`src/rtl/gpio_bank_pkg.sv`:
```
package gpio_bank_pkg;
  localparam int NCTL  = 6;
  localparam int NFUNC = 4;
  localparam int SELW  = 2;

  localparam int CTL_OWN = 0;
  localparam int CTL_OE  = 1;
  localparam int CTL_DAT = 2;
  localparam int CTL_OD  = 3;
  localparam int CTL_PU  = 4;
  localparam int CTL_PD  = 5;

  // control k: set at 3k, clear at 3k+1, status at 3k+2
  localparam int ADR_SEL_LO = 3 * NCTL;
  localparam int ADR_SEL_HI = 3 * NCTL + 1;
  localparam int ADR_LVL    = 3 * NCTL + 2;

  function automatic logic ctl_rst_one(input int k);
    return (k == CTL_OWN) || (k == CTL_PU);
  endfunction
endpackage

```
`src/rtl/gpio_bank_w1sc.sv`:
```
module gpio_bank_w1sc #(
  parameter int   W       = 32,
  parameter logic RST_ONE = 1'b0
) (
  input  logic         clk,
  input  logic         rst,
  input  logic         set_hit,
  input  logic         clr_hit,
  input  logic [W-1:0] wdata,
  output logic [W-1:0] q
);
  always_ff @(posedge clk) begin
    if (rst)          q <= {W{RST_ONE}};
    else if (set_hit) q <= q | wdata;
    else if (clr_hit) q <= q & ~wdata;
  end
endmodule

```
`src/rtl/gpio_bank_regs.sv`:
```
module gpio_bank_regs
  import gpio_bank_pkg::*;
#(
  parameter int NPIN = 32,
  parameter int AW   = 5
) (
  input  logic                       clk,
  input  logic                       rst,
  input  logic                       wr_en,
  input  logic                       rd_en,
  input  logic [AW-1:0]              addr,
  input  logic [NPIN-1:0]            wdata,
  input  logic [NPIN-1:0]            pad_in,
  output logic [NCTL-1:0][NPIN-1:0]  ctl_q,
  output logic [NPIN-1:0]            sel_lo,
  output logic [NPIN-1:0]            sel_hi,
  output logic [NPIN-1:0]            rdata
);
  logic [NPIN-1:0] lvl_q;
  logic [NPIN-1:0] rd_nx;

  for (genvar k = 0; k < NCTL; k++) begin : g_ctl
    logic set_hit, clr_hit;
    assign set_hit = wr_en && (addr == AW'(3 * k));
    assign clr_hit = wr_en && (addr == AW'(3 * k + 1));
    gpio_bank_w1sc #(.W(NPIN), .RST_ONE(ctl_rst_one(k))) u_reg (
      .clk(clk), .rst(rst), .set_hit(set_hit), .clr_hit(clr_hit),
      .wdata(wdata), .q(ctl_q[k])
    );
  end

  always_ff @(posedge clk) begin
    if (rst) begin
      sel_lo <= '0;
      sel_hi <= '0;
      lvl_q  <= '0;
    end else begin
      lvl_q <= pad_in;
      if (wr_en && addr == AW'(ADR_SEL_LO)) sel_lo <= wdata;
      if (wr_en && addr == AW'(ADR_SEL_HI)) sel_hi <= wdata;
    end
  end

  always_comb begin
    rd_nx = '0;
    for (int k = 0; k < NCTL; k++)
      if (addr == AW'(3 * k + 2)) rd_nx = ctl_q[k];
    if (addr == AW'(ADR_SEL_LO)) rd_nx = sel_lo;
    if (addr == AW'(ADR_SEL_HI)) rd_nx = sel_hi;
    if (addr == AW'(ADR_LVL))    rd_nx = lvl_q;
  end

  always_ff @(posedge clk) begin
    if (rst)        rdata <= '0;
    else if (rd_en) rdata <= rd_nx;
  end
endmodule

```
`src/rtl/gpio_bank_padmux.sv`:
```
module gpio_bank_padmux
  import gpio_bank_pkg::*;
#(
  parameter int NPIN = 32
) (
  input  logic [NPIN-1:0]       own,
  input  logic [NPIN-1:0]       oe,
  input  logic [NPIN-1:0]       dat,
  input  logic [NPIN-1:0]       od,
  input  logic [NPIN-1:0]       pu,
  input  logic [NPIN-1:0]       pd,
  input  logic [NPIN-1:0]       sel_lo,
  input  logic [NPIN-1:0]       sel_hi,
  input  logic [NFUNC*NPIN-1:0] fn_oe,
  input  logic [NFUNC*NPIN-1:0] fn_dout,
  output logic [NPIN-1:0]       pad_out,
  output logic [NPIN-1:0]       pad_oe,
  output logic [NPIN-1:0]       pad_pu,
  output logic [NPIN-1:0]       pad_pd
);
  for (genvar n = 0; n < NPIN; n++) begin : g_pin
    logic [NFUNC-1:0] lane_oe, lane_d;
    logic [SELW-1:0]  code;
    logic             oe_e, d_e;
    for (genvar f = 0; f < NFUNC; f++) begin : g_lane
      assign lane_oe[f] = fn_oe[f*NPIN + n];
      assign lane_d[f]  = fn_dout[f*NPIN + n];
    end
    assign code       = {sel_hi[n], sel_lo[n]};
    assign oe_e       = own[n] ? oe[n]  : lane_oe[code];
    assign d_e        = own[n] ? dat[n] : lane_d[code];
    assign pad_out[n] = d_e & ~od[n];
    assign pad_oe[n]  = oe_e & ~(od[n] & d_e);
    assign pad_pd[n]  = pd[n];
    assign pad_pu[n]  = pu[n] & ~pd[n];
  end
endmodule

```
`src/rtl/gpio_bank_ctrl.sv`:
```
module gpio_bank_ctrl
  import gpio_bank_pkg::*;
#(
  parameter int NPIN = 32,
  parameter int AW   = 5
) (
  input  logic                  clk,
  input  logic                  rst,
  input  logic                  bus_wr_en,
  input  logic                  bus_rd_en,
  input  logic [AW-1:0]         bus_addr,
  input  logic [NPIN-1:0]       bus_wdata,
  output logic [NPIN-1:0]       bus_rdata,
  input  logic [NFUNC*NPIN-1:0] fn_oe,
  input  logic [NFUNC*NPIN-1:0] fn_dout,
  input  logic [NPIN-1:0]       pad_in,
  output logic [NPIN-1:0]       pad_out,
  output logic [NPIN-1:0]       pad_oe,
  output logic [NPIN-1:0]       pad_pu,
  output logic [NPIN-1:0]       pad_pd
);
  logic [NCTL-1:0][NPIN-1:0] ctl_q;
  logic [NPIN-1:0] sel_lo, sel_hi;
  logic [NPIN-1:0] own_q, oe_q, dat_q, od_q, pu_q, pd_q;

  gpio_bank_regs #(.NPIN(NPIN), .AW(AW)) u_regs (
    .clk(clk), .rst(rst), .wr_en(bus_wr_en), .rd_en(bus_rd_en),
    .addr(bus_addr), .wdata(bus_wdata), .pad_in(pad_in),
    .ctl_q(ctl_q), .sel_lo(sel_lo), .sel_hi(sel_hi), .rdata(bus_rdata)
  );

  assign own_q = ctl_q[CTL_OWN];
  assign oe_q  = ctl_q[CTL_OE];
  assign dat_q = ctl_q[CTL_DAT];
  assign od_q  = ctl_q[CTL_OD];
  assign pu_q  = ctl_q[CTL_PU];
  assign pd_q  = ctl_q[CTL_PD];

  gpio_bank_padmux #(.NPIN(NPIN)) u_pad (
    .own(own_q), .oe(oe_q), .dat(dat_q), .od(od_q), .pu(pu_q), .pd(pd_q),
    .sel_lo(sel_lo), .sel_hi(sel_hi), .fn_oe(fn_oe), .fn_dout(fn_dout),
    .pad_out(pad_out), .pad_oe(pad_oe), .pad_pu(pad_pu), .pad_pd(pad_pd)
  );
endmodule

```
`config.mk`:
```
export PLATFORM = sky130hd
export DESIGN_NAME = gpio_bank_ctrl
export DESIGN_NICKNAME = d
export VERILOG_FILES = /design/src/rtl/gpio_bank_pkg.sv /design/src/rtl/gpio_bank_w1sc.sv /design/src/rtl/gpio_bank_regs.sv /design/src/rtl/gpio_bank_padmux.sv /design/src/rtl/gpio_bank_ctrl.sv
export SDC_FILE = /design/constraint.sdc
export NUM_CORES = 1
export LEC_CHECK = 0
export BUFFER_PORTS_ARGS = -buffer_cell sky130_fd_sc_hd__buf_4
export CORE_AREA = 10 10 168 288
export DETAILED_ROUTE_END_ITERATION = 12
export DIE_AREA = 0 0 178 298
export SLEW_MARGIN = 0
export SYNTH_ARGS = -nofsm -noshare
export SYNTH_HDL_FRONTEND = slang
export SYNTH_SLANG_ARGS = --single-unit
```
`constraint.sdc`:
```
create_clock -name clk -period 5.2 [get_ports clk]
set_input_delay 1.3 -clock clk [delete_from_list [all_inputs] [get_ports clk]]
set_output_delay 1.3 -clock clk [all_outputs]
set_load 0.005 [all_outputs]
```
# After elaboration in Yosys (flattened, before gate mapping)
# Cells that the tools add are included.
# classes
bitwise_logic	237
n_reduce_logical	21
n_mux	213
magnitude_cmp	32
eq_ne	20
# ops
cell	count
$mux 32	21
$and 32x32->32	6
$or 32x32->32	6
$and 1x1->1	128
$bmux 1 s2	64
$mux 1	128
$lt 2x3->1 const B	32
$not 1->1	96
$eq 5x4->1 const B	8
$not 32->32	1
$eq 5x5->1 const B	5
$eq 5x3->1 const B	4
$logic_and 1x1->1	14
$reduce_bool 2->1	6
$eq 5x2->1 const B	2
$eq 5x1->1 const B	1
$logic_not 5->1	1
# word_totals
output_inout_bits	160
in_bits	329
wordCells	533
reg_bits	320

# Depth between registers and ports, before layout
# Gate-level depths: netlist of run 1.
# depth
word_depth	10
ltp_mapped	8

# Cells and area by module
# From an unflattened synthesis of run 1, not the netlist that was laid out.
# hier_totals
cells_unflattened	2283
area_unflattened_um2	18992.0
# by_module_without_submodules
module	instances	cells_each	seq_area_each_um2	area_each_um2
gpio_bank_regs	1	1042	2562.5	7619.8
gpio_bank_w1sc (u_regs.g_ctl[1].u_reg ...)	4	137	640.6	1410.1
gpio_bank_padmux	1	483	0.0	3457.1
gpio_bank_w1sc (u_regs.g_ctl[0].u_reg ...)	2	105	640.6	1137.3

# Least setup slack after synthesis of run 1
# Ideal clock, no wire load.
# synth_path
path_kind	input to output
from	input port fn_dout[96]
to	output port pad_oe[0]
t_arrival_ns	2.170
cell_stages	3
path_buffers	0
setup_slack_ns	1.730
cell_sequence	mux4_2 mux2_2 a21oi_1
# synth_via
elab_chain_cells	6
# synth_lines
element	line	rtl
start: declaration	gpio_bank_ctrl.sv:15	input logic [NFUNC*NPIN-1:0] fn_dout,
$bmux 1 s2	gpio_bank_padmux.sv:31	assign d_e = own[n] ? dat[n] : lane_d[code];
$mux 1 (not written as such)	gpio_bank_padmux.sv:31	
$mux 1	gpio_bank_padmux.sv:31	
$and 1x1->1	gpio_bank_padmux.sv:33	assign pad_oe[n] = oe_e & ~(od[n] & d_e);
$not 1->1	gpio_bank_padmux.sv:33	
$and 1x1->1	gpio_bank_padmux.sv:33	
end: declaration	gpio_bank_ctrl.sv:18	output logic [NPIN-1:0] pad_oe,
# Every way passes these cells. The select of a mux whose other input is x is not followed.

# Final worst setup path of run 1
# layout_path
from	input port fn_dout[102]
to	output port pad_oe[6]
# Same word-level chain as after synthesis.

==> results.yml, run 1 <==
synth:
  netlist_top_cells_count: "nand2_1 (355), dfxtp_1 (320), nor2_1 (252)"
  yosysWarnings: 0
  synth_most_common_cell: "nand2_1"
  async_flop_share: 0
  syn_area_sq_um: 17210
  seq_area_frac_synth: 0.3723
  synth_top_cell_area_share: 0.3723
  netlist_top_cells_area: "dfxtp_1 (37%), mux4_2 (8.4%), nand2_1 (7.7%), a22oi_1 (5.6%), a21oi_1 (5.6%)"
  syn_avg_cell_area_sq_um: 8.332
  synth_edf_count: 0
  ys_types: 46
  yosysTopAreaCell: "dfxtp_1"
  ys.flop_type: "dfxtp_1"
  syn_nets: 2394
  synth-seq-cells: 320
  syn_inst: 2065
power:
  comb_power_share: 0.120
  p_total_mw: 5.777
  vdd_drop_max_v: 0.0001960
  p_int_mw: 4.338
  swShare: 0.2491
  clkPwrFrac: 0.443
  pwr-share-seq: 0.437
  powerDensity_nw_per_um2: 260.4
  leakagePower_nw: 8.760
  power.switching_mw: 1.439
drt:
  drtAntennaViolNets: 0
  first_iter_violations: 1780
  vias: 17850
  drt_first_pass_iters: 6
  drt_wl_total_microns: 76420
  post_drt_wl_per_cell_microns: 25.46
  viasPerCell: 5.946
  drcViolationCount: 0
global_route:
  grt_max_degree: 157
  grt_pass1_wl_microns: 111900
  grt_pass1_vias: 18110
  gr-total-overflow: 0
  grt_usage: 0.2738
  antenna_found_initial: 8
timing:
  fin_worst_skew_ns: 0.01517
  final-setup-viol-count: 0
  rsz0062_at_grt: "no"
  drv_slew: 0
  fin_tns_setup_ns: 0
  slew_headroom: 0.1852
  fmax_mhz: 262.7
  hold_viol: 0
  tightest_slew_ns: 1.218
  period_minus_slack_ns: 3.807
  fin_crit_sh: 0.7322
place:
  post-dp-hpwl_microns: 52350
  port_buffers: 488
  gp_congestion: 0.8818
finish:
  syn_to_final_growth_pct: 28.91
  layout-drive-gt1-share: 0.2791
  nets: 2733
setup_path:
  cp-end-kind: "output pin"
  crit_arrival_ns: 2.51
  required_ns: 3.90
  r2r_cells: 5
  crit_fanout: 2
  criticalPathCategory: "input port to output pin"
  startpoint_type: "input port"
clock_tree:
  cts_hold_buf: 0
  cts_tree: "yes"
  clockBufferDepth: 3
  clock_latency_ns: 0.53
  clock_sinks: 320
  cts_max_level: 2
  clk_pin_slew_ns: 0.06
  post_cts_buffers: 0
  root_buffer: "clkbuf_16"
  cts_buffers: 34
  post_cts_resized: 0
worst_hold_path:
  hold_path_class: "register to register"
  hold-path-cell-count: 2
floorplan:
  num_rows: 101
  initial_utilization: 0.3970
  die_y_microns: 298
  die_area_sq_um: 53040
  core_sq_um: 43350
  die_w_microns: 178
  ios: 489
run_status:
  status: "completed"
run:
  drv_cap: 0
-- power by group through the flow --
stage | logic, mW | clock network, mW | registers (mW)
after floorplan | 0.322 | 0 | 2.57
after global placement | 0.669 | 0 | 2.58
after detailed placement | 0.682 | 0 | 2.58
after CTS | 0.684 | 2.59 | 2.52
after global routing | 0.738 | 2.68 | 2.53
final | 0.690 | 2.56 | 2.53
-- cells by family (layout without fill, tap and decap cells) --
kind of cell	after synthesis	after routing	share of synthesized area
other cells	0	7	0
buf+inv	225	589	0.06152
compound gates	581	581	0.2277
flops	320	320	0.3723
simple gates	779	779	0.1985
mux	160	160	0.1399
-- worst max-delay path: stages --
cell	delay [ns]
buf_4	0.10
mux4_2	0.47
mux2_2	0.28
a21oi_1	0.20
buf_4	0.15
-- routing by layer --
metal	vias to the layer above	part of all wire	track usage	wire length, microns
met4	2	0.048	0.1402	3687
met1	8589	0.36	0.3036	27340
met5	-	0.00017	0	13
li1	8066	-	-	-
met3	213	0.085	0.05611	6475
met2	979	0.51	0.4791	38910
-- layout make-up --
type,count,area [sq um]
diodes,7,17.52
clock buffers,52,1030
multi-input cells,1520,9871
well taps,566,708.2
inverters,2,7.507
flip-flops and latches,320,6406
fillers,4147,21160
clock inverters,9,127.6
repair buffers,526,4014
-- layout by cell type, fill, tap and decap left out, types with 3 or more instances in the layout --
cell type and instances:
a21oi_1 191, mux4_2 64, nor2_1 248, dfxtp_1 320, o2bb2ai_1 31, buf_4 521, o22ai_1 31, buf_12 3
clkbuf_16 35, nor3_4 7, nor2b_1 131, o21ai_0 66, a31oi_1 31, bufinv_16 3, nand2_1 355, nand2b_1 5
nor2_4 6, diode_2 7, clkbuf_1 8, nand3_1 4, a221o_1 94, mux2_2 4, a22oi_1 129, mux2i_1 92
clkbuf_8 9, and3_2 3, clkinv_2 4
-- path summary, 6_finish.rpt --
check | from | to | slack (ns)
worst min register to register | u_regs.rdata[22] | u_regs.rdata[22] | 0.48
worst max-delay path | fn_dout[102] | pad_oe[6] | 1.39
worst max register to register | register | u_regs.rdata[22] | 3.82
worst min-delay path | u_regs.rdata[22] | u_regs.rdata[22] | 0.48
-- through the flow --
stage / cell area [sq um] / cells / worst slack [ns] / util / hold slack (ns)
6_report: 22180 / 3002 / 1.393 / 0.5117 / 0.4753
5_1_grt: 22180 / 3002 / 1.322 / 0.5117 / 0.5166
4_1_cts: 22160 / 2995 / 1.388 / 0.5113 / 0.4719
3_5_place_dp: 21010 / 2934 / 1.218 / 0.4846 / 0.4622
3_3_place_gp: 20970 / 2933 / 1.026 / 0.4839 / 0.4646
2_1_floorplan: 17210 / 2065 / 1.730 / - / 0.4495
No activity file was read; power rests on OpenSTA's default activity.
==> run 2, diff against run 1 <==
==> constraint.sdc (replaced) <==
create_clock -name clk -period 3.6 [get_ports clk]
set_input_delay 0.9 -clock clk [delete_from_list [all_inputs] [get_ports clk]]
set_output_delay 0.9 -clock clk [all_outputs]
set_load 0.005 [all_outputs]
==> results.yml, run 2 (synthesis gave the netlist of run 1 again) <==
finish:
  utilization: 0.5115
  final_cell_mix: "buf_4 (535), nand2_1 (355), dfxtp_1 (320), nor2_1 (248), a21oi_1 (191)"
  fillers: 4111
  stdcell_area_sq_um: 22170
  layout-drive-gt1-share: 0.2821
  fin_cells: 3009
  final_common_cell: "buf_4"
  syn_to_final_growth_pct: 28.86
  nets: 2747
timing:
  hold_viol: 0
  fmax_mhz: 326.0
  tightest_slew_ns: 1.194
  final-setup-viol-count: 0
  fin_tns_setup_ns: 0
  period_minus_slack_ns: 3.067
  slew_headroom: 0.2026
  fin_crit_sh: 0.8520
  rsz0062_at_grt: "no"
  fin_hold_ws_ns: 0.4704
  fin_worst_skew_ns: 0.01634
  drv_slew: 0
power:
  comb_power_share: 0.126
  clkPwrFrac: 0.415
  leakagePower_nw: 8.773
  powerDensity_nw_per_um2: 358.5
  p_int_mw: 5.963
  vdd_drop_max_v: 0.0003145
  swShare: 0.2499
  pwr-share-seq: 0.459
  power.switching_mw: 1.986
global_route:
  antenna_found_initial: 7
  gr-total-overflow: 0
  grt_pass1_vias: 18010
  grt_pass1_wl_microns: 111900
  grt_usage: 0.2721
  grt_max_degree: 139
run:
  drv_cap: 0
clock_tree:
  post_cts_buffers: 0
  clockBufferDepth: 3
  clk_pin_slew_ns: 0.07
  clock_latency_ns: 0.58
  cts_buffers: 31
  cts_tree: "yes"
  clock_sinks: 320
  root_buffer: "clkbuf_16"
  cts_max_level: 1
  post_cts_resized: 0
  cts_hold_buf: 0
drt:
  drtAntennaViolNets: 0
  met1_length_microns: 27040
  drt_first_pass_iters: 6
  post_drt_wl_per_cell_microns: 25.16
  drt_wl_total_microns: 75710
  drcViolationCount: 0
  top_layer_used: "met5"
  vias: 17870
  route.met2.wl_microns: 38990
  first_iter_violations: 1941
  wl_met3_microns: 6551
  viasPerCell: 5.940
place:
  post_dp_cell_area_sq_um: 21160
  post-dp-hpwl_microns: 53740
  gp_congestion: 0.8715
  port_buffers: 488
  dp_cells: 2951
setup_path:
  r2r_cells: 5
  criticalPathCategory: "register to output pin"
  crit_end: "pad_oe[8]"
  startpoint: "u_regs.sel_lo[8]"
  required_ns: 2.70
  crit_arrival_ns: 2.17
  cp-end-kind: "output pin"
  r2r_slack_ns: 2.22
  r2r-end: "u_regs.rdata[22]"
  crit_fanout: 5
  startpoint_type: "register"
floorplan:
  core_sq_um: 43350
  die_area_sq_um: 53040
  initial_utilization: 0.3970
  num_rows: 101
  die_y_microns: 298
  die_w_microns: 178
  ios: 489
worst_hold_path:
  hold_path_class: "register to register"
  hold-path-cell-count: 2
run_status:
  status: "completed"
[run 2: changes by cell type in the layout (fill, tap and decap cells not counted), sizes merged]
cell / delta
bufinv: -1
clkinv: -1
clkbuf: -5
buf: +17
diode: -3
[run 2: how the worst min path moves through the flow]
stage / from / endpoint / slack, ns
floorplan: u_regs.rdata[22] / u_regs.rdata[22] / 0.45
global placement: u_regs.rdata[22] / u_regs.rdata[22] / 0.46
detailed placement: u_regs.rdata[22] / u_regs.rdata[22] / 0.46
CTS: u_regs.rdata[22] / u_regs.rdata[22] / 0.47
global route: u_regs.rdata[22] / u_regs.rdata[22] / 0.48
finish: u_regs.rdata[22] / u_regs.rdata[22] / 0.47
[run 2: layout make-up]
class | instances | area (sq um) | area share
multi-input cells | 1520 | 9864 | 0.4449
flip-flops and latches | 320 | 6406 | 0.2889
diodes | 4 | 10.01 | 0.0004514
well taps | 566 | 708.2 | 0.03194
clock buffers | 47 | 915.9 | 0.04131
repair buffers | 543 | 4172 | 0.1881
inverters | 2 | 7.507 | 0.0003386
clock inverters | 7 | 88.84 | 0.004007
[run 2: per-layer routing]
metal	track usage	up-vias
met5	0	-
met4	0.1095	6
met3	0.05548	185
met2	0.4837	1000
met1	0.3070	8599
li1	-	8082
[run 2: worst max-delay path: stages, from the launching register on]
cell and delay, ns:
dfxtp_1 0.47, mux4_2 0.53, mux2_2 0.28, a21oi_1 0.18
buf_4 0.14
[run 2: power by group through the flow]
| stage | Clock (mW) | Sequential [mW] | Combinational [mW] |
|---|---|---|---|
| floorplan | 0 | 3.71 | 0.466 |
| global placement | 0 | 3.72 | 0.978 |
| detailed placement | 0 | 3.73 | 0.991 |
| CTS | 3.33 | 3.65 | 0.995 |
| global route | 3.47 | 3.65 | 1.07 |
| finish | 3.30 | 3.65 | 1.00 |
[run 2: metrics by stage]
stage,setup slack [ns],total power [mW]
after floorplan,0.9302,4.173
after global placement,0.6165,4.703
after detailed placement,0.6302,4.716
after CTS,0.4952,7.975
after global routing,0.4219,8.187
final,0.5327,7.949
